<file path="config.mk">
export PLATFORM = sky130hd
export DESIGN_NAME = rx_addr_screen
export DESIGN_NICKNAME = d
export VERILOG_FILES = /design/src/rtl/addr_screen_pkg.sv /design/src/rtl/addr_cam_store.sv /design/src/rtl/addr_cam_match.sv /design/src/rtl/addr_screen_decide.sv /design/src/rtl/rx_addr_screen.sv
export SDC_FILE = /design/constraint.sdc
export NUM_CORES = 2
export LEC_CHECK = 0
export BUFFER_PORTS_ARGS = -buffer_cell sky130_fd_sc_hd__buf_4
export CAP_MARGIN = 25
export CORE_MARGIN = 2
export CORE_UTILIZATION = 45
export DETAILED_ROUTE_END_ITERATION = 12
export PLACE_DENSITY = 0.68
export SYNTH_ARGS = -nofsm -noshare
export SYNTH_HDL_FRONTEND = slang
export SYNTH_SLANG_ARGS = --single-unit
</file>
<file path="constraint.sdc">
create_clock -name clk -period 2.3 [get_ports clk]
set_input_delay 0.115 -clock clk [delete_from_list [all_inputs] [get_ports clk]]
set_output_delay 0.115 -clock clk [all_outputs]
set_load 0.01 [all_outputs]
</file>
<file path="src/rtl/addr_screen_pkg.sv">
package addr_screen_pkg;

  localparam int unsigned STATUS_W  = 16;
  localparam int unsigned ST_MC_BIT = 8;
  localparam int unsigned ST_BC_BIT = 7;

  typedef enum logic [1:0] {
    CLS_NONE  = 2'd0,
    CLS_MCAST = 2'd1,
    CLS_BCAST = 2'd2
  } addr_class_e;

  function automatic logic [STATUS_W-1:0] class_status(input addr_class_e cls);
    logic [STATUS_W-1:0] w;
    w = '0;
    w[ST_MC_BIT] = (cls == CLS_MCAST);
    w[ST_BC_BIT] = (cls == CLS_BCAST);
    return w;
  endfunction

endpackage

</file>
<file path="src/rtl/addr_cam_store.sv">
module addr_cam_store #(
  parameter  int N_ENTRIES = 16,
  parameter  int WORD_W    = 16,
  localparam int MAC_W     = 3 * WORD_W,
  localparam int IDX_W     = $clog2(N_ENTRIES)
) (
  input  logic             clk,
  input  logic             rst_n,
  input  logic             load_valid,
  input  logic             load_start,
  input  logic [IDX_W-1:0] load_index,
  input  logic [MAC_W-1:0] load_data,
  input  logic             mask_load,
  input  logic [N_ENTRIES-1:0] mask_data,
  input  logic             rd_open,
  input  logic [IDX_W-1:0] rd_sel,
  output logic [MAC_W-1:0] tab_q [N_ENTRIES],
  output logic [N_ENTRIES-1:0] mask_q,
  output logic [WORD_W-1:0] rd_lo,
  output logic [WORD_W-1:0] rd_mid,
  output logic [WORD_W-1:0] rd_hi
);

  localparam logic [IDX_W-1:0] LAST_IDX = IDX_W'(N_ENTRIES - 1);

  logic [IDX_W-1:0] wr_ptr_q, wr_ptr_d, wr_idx;
  logic [N_ENTRIES-1:0] mask_d;
  logic [MAC_W-1:0] rd_word;

  // pointer next-state: start overrides, write advances with wrap
  always_comb begin
    wr_idx   = load_start ? load_index : wr_ptr_q;
    wr_ptr_d = wr_ptr_q;
    if (load_valid) begin
      wr_ptr_d = (wr_idx == LAST_IDX) ? '0 : wr_idx + 1'b1;
    end else if (load_start) begin
      wr_ptr_d = load_index;
    end
  end

  always_comb begin
    mask_d = mask_q;
    if (mask_load) mask_d = mask_data;
  end

  always_ff @(posedge clk or negedge rst_n) begin
    if (!rst_n) begin
      wr_ptr_q <= '0;
      mask_q   <= '0;
    end else begin
      wr_ptr_q <= wr_ptr_d;
      mask_q   <= mask_d;
    end
  end

  for (genvar e = 0; e < N_ENTRIES; e++) begin : g_entry
    logic wr_en;
    assign wr_en = load_valid && (wr_idx == IDX_W'(e));
    always_ff @(posedge clk or negedge rst_n) begin
      if (!rst_n) begin
        tab_q[e] <= '0;
      end else if (wr_en) begin
        tab_q[e] <= load_data;
      end
    end
  end

  // readback window, closed unless the controller is held in reset
  always_comb begin
    rd_word = rd_open ? tab_q[rd_sel] : '0;
    rd_lo   = rd_word[WORD_W-1:0];
    rd_mid  = rd_word[2*WORD_W-1:WORD_W];
    rd_hi   = rd_word[3*WORD_W-1:2*WORD_W];
  end

endmodule

</file>
<file path="src/rtl/addr_cam_match.sv">
module addr_cam_match #(
  parameter  int N_ENTRIES = 16,
  parameter  int WORD_W    = 16,
  localparam int MAC_W     = 3 * WORD_W
) (
  input  logic [MAC_W-1:0]     addr,
  input  logic [MAC_W-1:0]     tab_q [N_ENTRIES],
  input  logic [N_ENTRIES-1:0] mask_q,
  output logic                 any_hit
);

  logic [N_ENTRIES-1:0] hit;

  for (genvar e = 0; e < N_ENTRIES; e++) begin : g_cmp
    assign hit[e] = mask_q[e] && (tab_q[e] == addr);
  end

  assign any_hit = |hit;

endmodule

</file>
<file path="src/rtl/addr_screen_decide.sv">
module addr_screen_decide
  import addr_screen_pkg::*;
#(
  parameter  int WORD_W = 16,
  localparam int MAC_W  = 3 * WORD_W
) (
  input  logic                clk,
  input  logic                rst_n,
  input  logic                req_valid,
  input  logic [MAC_W-1:0]    req_addr,
  input  logic                mode_promisc,
  input  logic                mode_all_mcast,
  input  logic                mode_bcast,
  input  logic                any_hit,
  output logic                res_valid,
  output logic                res_accept,
  output logic                res_reject,
  output logic [STATUS_W-1:0] res_status
);

  addr_class_e cls_d, cls_q;
  logic        acc_raw, acc_d, rej_d, acc_q, rej_q, vld_q;
  logic        is_group, is_bcast;

  assign is_group = req_addr[0];
  assign is_bcast = &req_addr;

  // fixed priority: promiscuous unicast, all-multicast, broadcast, table
  always_comb begin
    acc_raw = 1'b0;
    cls_d   = CLS_NONE;
    if (mode_promisc && !is_group) begin
      acc_raw = 1'b1;
    end else if (mode_all_mcast && is_group) begin
      acc_raw = 1'b1;
      cls_d   = CLS_MCAST;
    end else if (mode_bcast && is_bcast) begin
      acc_raw = 1'b1;
      cls_d   = CLS_BCAST;
    end else if (any_hit) begin
      acc_raw = 1'b1;
    end
    acc_d = req_valid && acc_raw;
    rej_d = req_valid && !acc_raw;
    if (!req_valid) cls_d = CLS_NONE;
  end

  always_ff @(posedge clk or negedge rst_n) begin
    if (!rst_n) begin
      vld_q <= 1'b0;
      acc_q <= 1'b0;
      rej_q <= 1'b0;
      cls_q <= CLS_NONE;
    end else begin
      vld_q <= req_valid;
      acc_q <= acc_d;
      rej_q <= rej_d;
      cls_q <= cls_d;
    end
  end

  assign res_valid  = vld_q;
  assign res_accept = acc_q;
  assign res_reject = rej_q;
  assign res_status = class_status(cls_q);

endmodule

</file>
<file path="src/rtl/rx_addr_screen.sv">
module rx_addr_screen
  import addr_screen_pkg::*;
#(
  parameter  int N_ENTRIES = 16,
  parameter  int WORD_W    = 16,
  localparam int MAC_W     = 3 * WORD_W,
  localparam int IDX_W     = $clog2(N_ENTRIES)
) (
  input  logic                 clk,
  input  logic                 rst_n,
  input  logic                 req_valid,
  input  logic [MAC_W-1:0]     req_addr,
  input  logic                 mode_promisc,
  input  logic                 mode_all_mcast,
  input  logic                 mode_bcast,
  input  logic                 load_valid,
  input  logic                 load_start,
  input  logic [IDX_W-1:0]     load_index,
  input  logic [MAC_W-1:0]     load_data,
  input  logic                 mask_load,
  input  logic [N_ENTRIES-1:0] mask_data,
  input  logic                 ctl_reset,
  input  logic [IDX_W-1:0]     rd_entry,
  output logic                 res_valid,
  output logic                 res_accept,
  output logic                 res_reject,
  output logic [STATUS_W-1:0]  res_status,
  output logic [WORD_W-1:0]    rd_lo,
  output logic [WORD_W-1:0]    rd_mid,
  output logic [WORD_W-1:0]    rd_hi
);

  logic [MAC_W-1:0]     tab_q [N_ENTRIES];
  logic [N_ENTRIES-1:0] mask_q;
  logic                 any_hit;

  addr_cam_store #(.N_ENTRIES(N_ENTRIES), .WORD_W(WORD_W)) u_store (
    .clk        (clk),
    .rst_n      (rst_n),
    .load_valid (load_valid),
    .load_start (load_start),
    .load_index (load_index),
    .load_data  (load_data),
    .mask_load  (mask_load),
    .mask_data  (mask_data),
    .rd_open    (ctl_reset),
    .rd_sel     (rd_entry),
    .tab_q      (tab_q),
    .mask_q     (mask_q),
    .rd_lo      (rd_lo),
    .rd_mid     (rd_mid),
    .rd_hi      (rd_hi)
  );

  addr_cam_match #(.N_ENTRIES(N_ENTRIES), .WORD_W(WORD_W)) u_match (
    .addr    (req_addr),
    .tab_q   (tab_q),
    .mask_q  (mask_q),
    .any_hit (any_hit)
  );

  addr_screen_decide #(.WORD_W(WORD_W)) u_decide (
    .clk            (clk),
    .rst_n          (rst_n),
    .req_valid      (req_valid),
    .req_addr       (req_addr),
    .mode_promisc   (mode_promisc),
    .mode_all_mcast (mode_all_mcast),
    .mode_bcast     (mode_bcast),
    .any_hit        (any_hit),
    .res_valid      (res_valid),
    .res_accept     (res_accept),
    .res_reject     (res_reject),
    .res_status     (res_status)
  );

endmodule

</file>
==> qor.csv <==
metric;value;unit
Final setup viols;50;
Worst-Margin Slew;1.03;ns
row count;116;
Post-Synthesis Cell Area;45000;um^2
Int Power;49.1;mW
Post-Syn Area per Cell;13.4;um^2
initial drt markers;5115;
Worst EP required;2.18;ns
area occupied by multi-input gates;24100;um^2
WL/cell;42.2;um
cell count of the worst reg-to-reg path;10;
ratio of cells with drive above 1 in the final layout;0.376;
Critical Path Sink Type;primary output;
main combinational cell family by area after synthesis;multiplexers;
top post-synthesis cells by area;dfrtp_1, mux2_1, mux4_2, xor2_1, xnor2_1;
GR Util met2;0.678;
vias;36500;
Post-synth EDFFs;0;
CP max stage cell;mux4_2;
period utilisation layout;1.18;
WP data arrival;2.59;ns
RSZ-0062 raised after global routing;true;
I/O Buffers;182;
Synth Area in Adders;0.00111;
Die Ht;320;um
status;finished, violations left;
GR Layer Usage met3;0.137;
busiest layer in global routing;met2;
Yosys warnings;0;
initial antenna violation count;30;
Final nets;4505;
WS Path Type;reg2out;
xor/xnor share of the synthesized area;0.136;
number of fill cells;8001;
gr usage total;0.472;
CTS tree;yes;
largest net degree at the start of global routing;108;
complex-gate fraction of the synthesized area;0.0148;
Hold Fails Final Rpt;0;
Final GP Congestion;1.13;
distinct cell type count after synthesis;54;
Final Max Tran Viols;0;
Top delay family on crit path;multiplexers;
leak pwr;26.1;nW
Worst Path Buf+Inv;2;
CTS sink count;793;
H-tree Lvls;3;
first-pass GRT wire length;321000;um
top-count cell post-synth;dfrtp_1;
Pre-antenna DRT Iters;6;
gr ovfl total;0;
largest area contributor in the netlist;dfrtp_1;
vias in the first global route;35200;
Switching Power;35.9;mW
post-route minimum period;2.71;ns
Core Region;99700;um^2
CP Depth;5;
Register Area;19900;um^2
I/O Pins;197;
register share of total power;0.332;
DR vias/cell;6.34;
Max Fclk;370;MHz
Area Growth Syn to Fin;32.3;%
Rel. slew slack;0.313;
met1 usage;0.620;
clock share of power;0.187;
CTS Buf Count;94;
Comb power frac;0.481;
clk buf depth;3;
post-route worst setup slack;-0.406;ns
Die X;320;um
Root Buffer;clkbuf_16;
Net Sw Frac;0.422;
synthesized flop and latch total;793;
CP Launch Type;register;
hpwl dp;190000;um
Worst Hold Depth;2;
Main synth FF type;dfrtp_1;
Post-Synth Simple-Gate Area;0.0516;
critical path cell sequence;buf_6 > mux4_2 > mux4_2 > and2_4 > buf_6;
Tot Pwr;85.0;mW
hold crit path type;in2reg;
Cells after Synth;3349;
Crit path largest cell delay;0.58;ns
Die ar.;103000;um^2
Routed WL;243000;um
skew final;0.0264;ns
Fin Hold WS;0.0358;ns
Remaining DRCs;0;
worst-path maximum fanout;2;
failing checks;negative setup slack;
Skew-Pair Late Insertion Delay;0.71;ns
Clock Pin Slew Worst Setup and Hold Paths;0.06;ns
sequential cell area fraction in the yosys report;0.441;
Cell Pwr Density;1430;nW/um^2
VDD IR max;0.926;mV
Detail Route Antenna Nets;0;
starting density of the core;0.452;
asr flop ratio synth;1.00;
Synth top cells by count;dfrtp_1, mux2_1, xor2_1;
multiplexer area fraction after synthesis;0.315;
top-area cell type share of the netlist area;0.441;
total of max-cap violations;0;
[routing by layer]
layer  share of wire  wire length [um]  vias up
met5         0.00092               224        -
met4           0.083             20200       36
met3            0.11             26000      599
met2            0.42            102000     2317
met1            0.39             94000    19300
li1                -                 -    14200
[metrics by stage]
| stage | util | instances | area [um^2] | TNS [ns] | setup slack, ns |
|---|---|---|---|---|---|
| 6_report | 0.598 | 5753 | 59600 | -15.22 | -0.406 |
| 5_1_grt | 0.598 | 5743 | 59600 | -17.19 | -0.417 |
| 4_1_cts | 0.591 | 5710 | 58900 | -15.79 | -0.396 |
| 3_5_place_dp | 0.539 | 5354 | 53700 | -1.18 | -0.622 |
| 3_3_place_gp | 0.539 | 5354 | 53700 | -1.27 | -0.664 |
| 2_1_floorplan | - | 3362 | 45100 | 0 | 0.318 |
[layout make-up]
cell class | count | area share
antenna | 10 | 0.000420
clock buffer | 140 | 0.0466
clock inverter | 30 | 0.00735
inverter | 43 | 0.00271
multi-input combinational | 2226 | 0.405
sequential | 793 | 0.334
tap | 1298 | 0.0272
timing repair buffer | 1213 | 0.177
[kinds of logic (layout without fill, tap and decap cells)]
logic type,count (synthesis),in the layout
AND/OR/NAND/NOR,398,398
AO/OA/AOI/OAI,91,91
flip-flops,793,793
XOR/XNOR,699,699
adder cells (fa/ha/maj),4,4
multiplexers,1020,1020
buffers and inverters,343,1426
other,1,24
[final timing paths]
| kind | startpoint | end | slack (ns) |
|---|---|---|---|
| hold / removal | mask_load | u_store.mask_q[0]$_DFFE_PN0P_ | 0.04 |
| min in group asynchronous | rst_n | u_store.tab_q[90]$_DFFE_PN0P_ | 0.05 |
| setup / recovery | u_store.tab_q[376]$_DFFE_PN0P_ | rd_hi[8] | -0.41 |
| hold reg to reg | u_store.tab_q[623]$_DFFE_PN0P_ | u_store.tab_q[623]$_DFFE_PN0P_ | 0.53 |
| max in group asynchronous | rst_n | u_store.tab_q[338]$_DFFE_PN0P_ | 1.32 |
| setup reg to reg | u_store.tab_q[367]$_DFFE_PN0P_ | u_decide.res_reject$_DFF_PN0_ | -0.20 |
[state kept, by name, summed over array words and instances, names as in the netlist]
register and count:
u_store.tab_q 768, u_store.mask_q 16, u_store.wr_ptr_q 4, u_decide.cls_q 2, u_decide.res_accept 1, u_decide.res_reject 1, u_decide.res_valid 1
[worst register-to-register path, delay by kind of cell, from the launching register on]
| kind | cells | cell delay (ns) |
|---|---|---|
| and+or+nand+nor | 5 | 1.24 |
| buffers and inverters | 3 | 0.43 |
| DFF | 1 | 0.38 |
| xor gates and xnor gates | 1 | 0.25 |
| AOI/OAI and AO/OA | 1 | 0.08 |
[what timing repair did]
| item | 4_1_cts | 5_1_grt |
|---|---|---|
| setup buffers | 110 | 36 |
| gates resized for setup | 96 | 65 |
| setup endpoints to repair | 50 | 185 |
| endpoints found under the hold margin | 1586 | 0 |
| pin swaps | 11 | 25 |
| hold buffers | 80 | 0 |
[power by group through the flow]
stage               registers [mW]  clock network [mW]  logic, mW
finish                        28.2                15.9       40.9
global route                  28.6                16.5       40.9
CTS                           27.7                15.9       38.4
detailed placement            28.3                   0       35.8
global placement              28.1                   0       35.6
floorplan                     25.2                   0       15.1
[layout by cell type, fill, tap and decap left out, types with 19 or more instances in the layout]
cell and count:
buf_4 1004, buf_6 40, nor4_1 93, clkbuf_16 97
xor2_1 405, inv_1 25, nor3_1 19, xor2_2 19
nand2b_1 21, clkbuf_8 20, xnor2_1 268, nand4_1 100
dfrtp_2 30, dfrtp_1 763, dlygate4sd3_1 80, and2_1 42
buf_12 85, mux2_1 756, clkbuf_1 24, mux4_2 236
mux2_2 19, nand2_1 26
(Power assumes the default switching activity.)
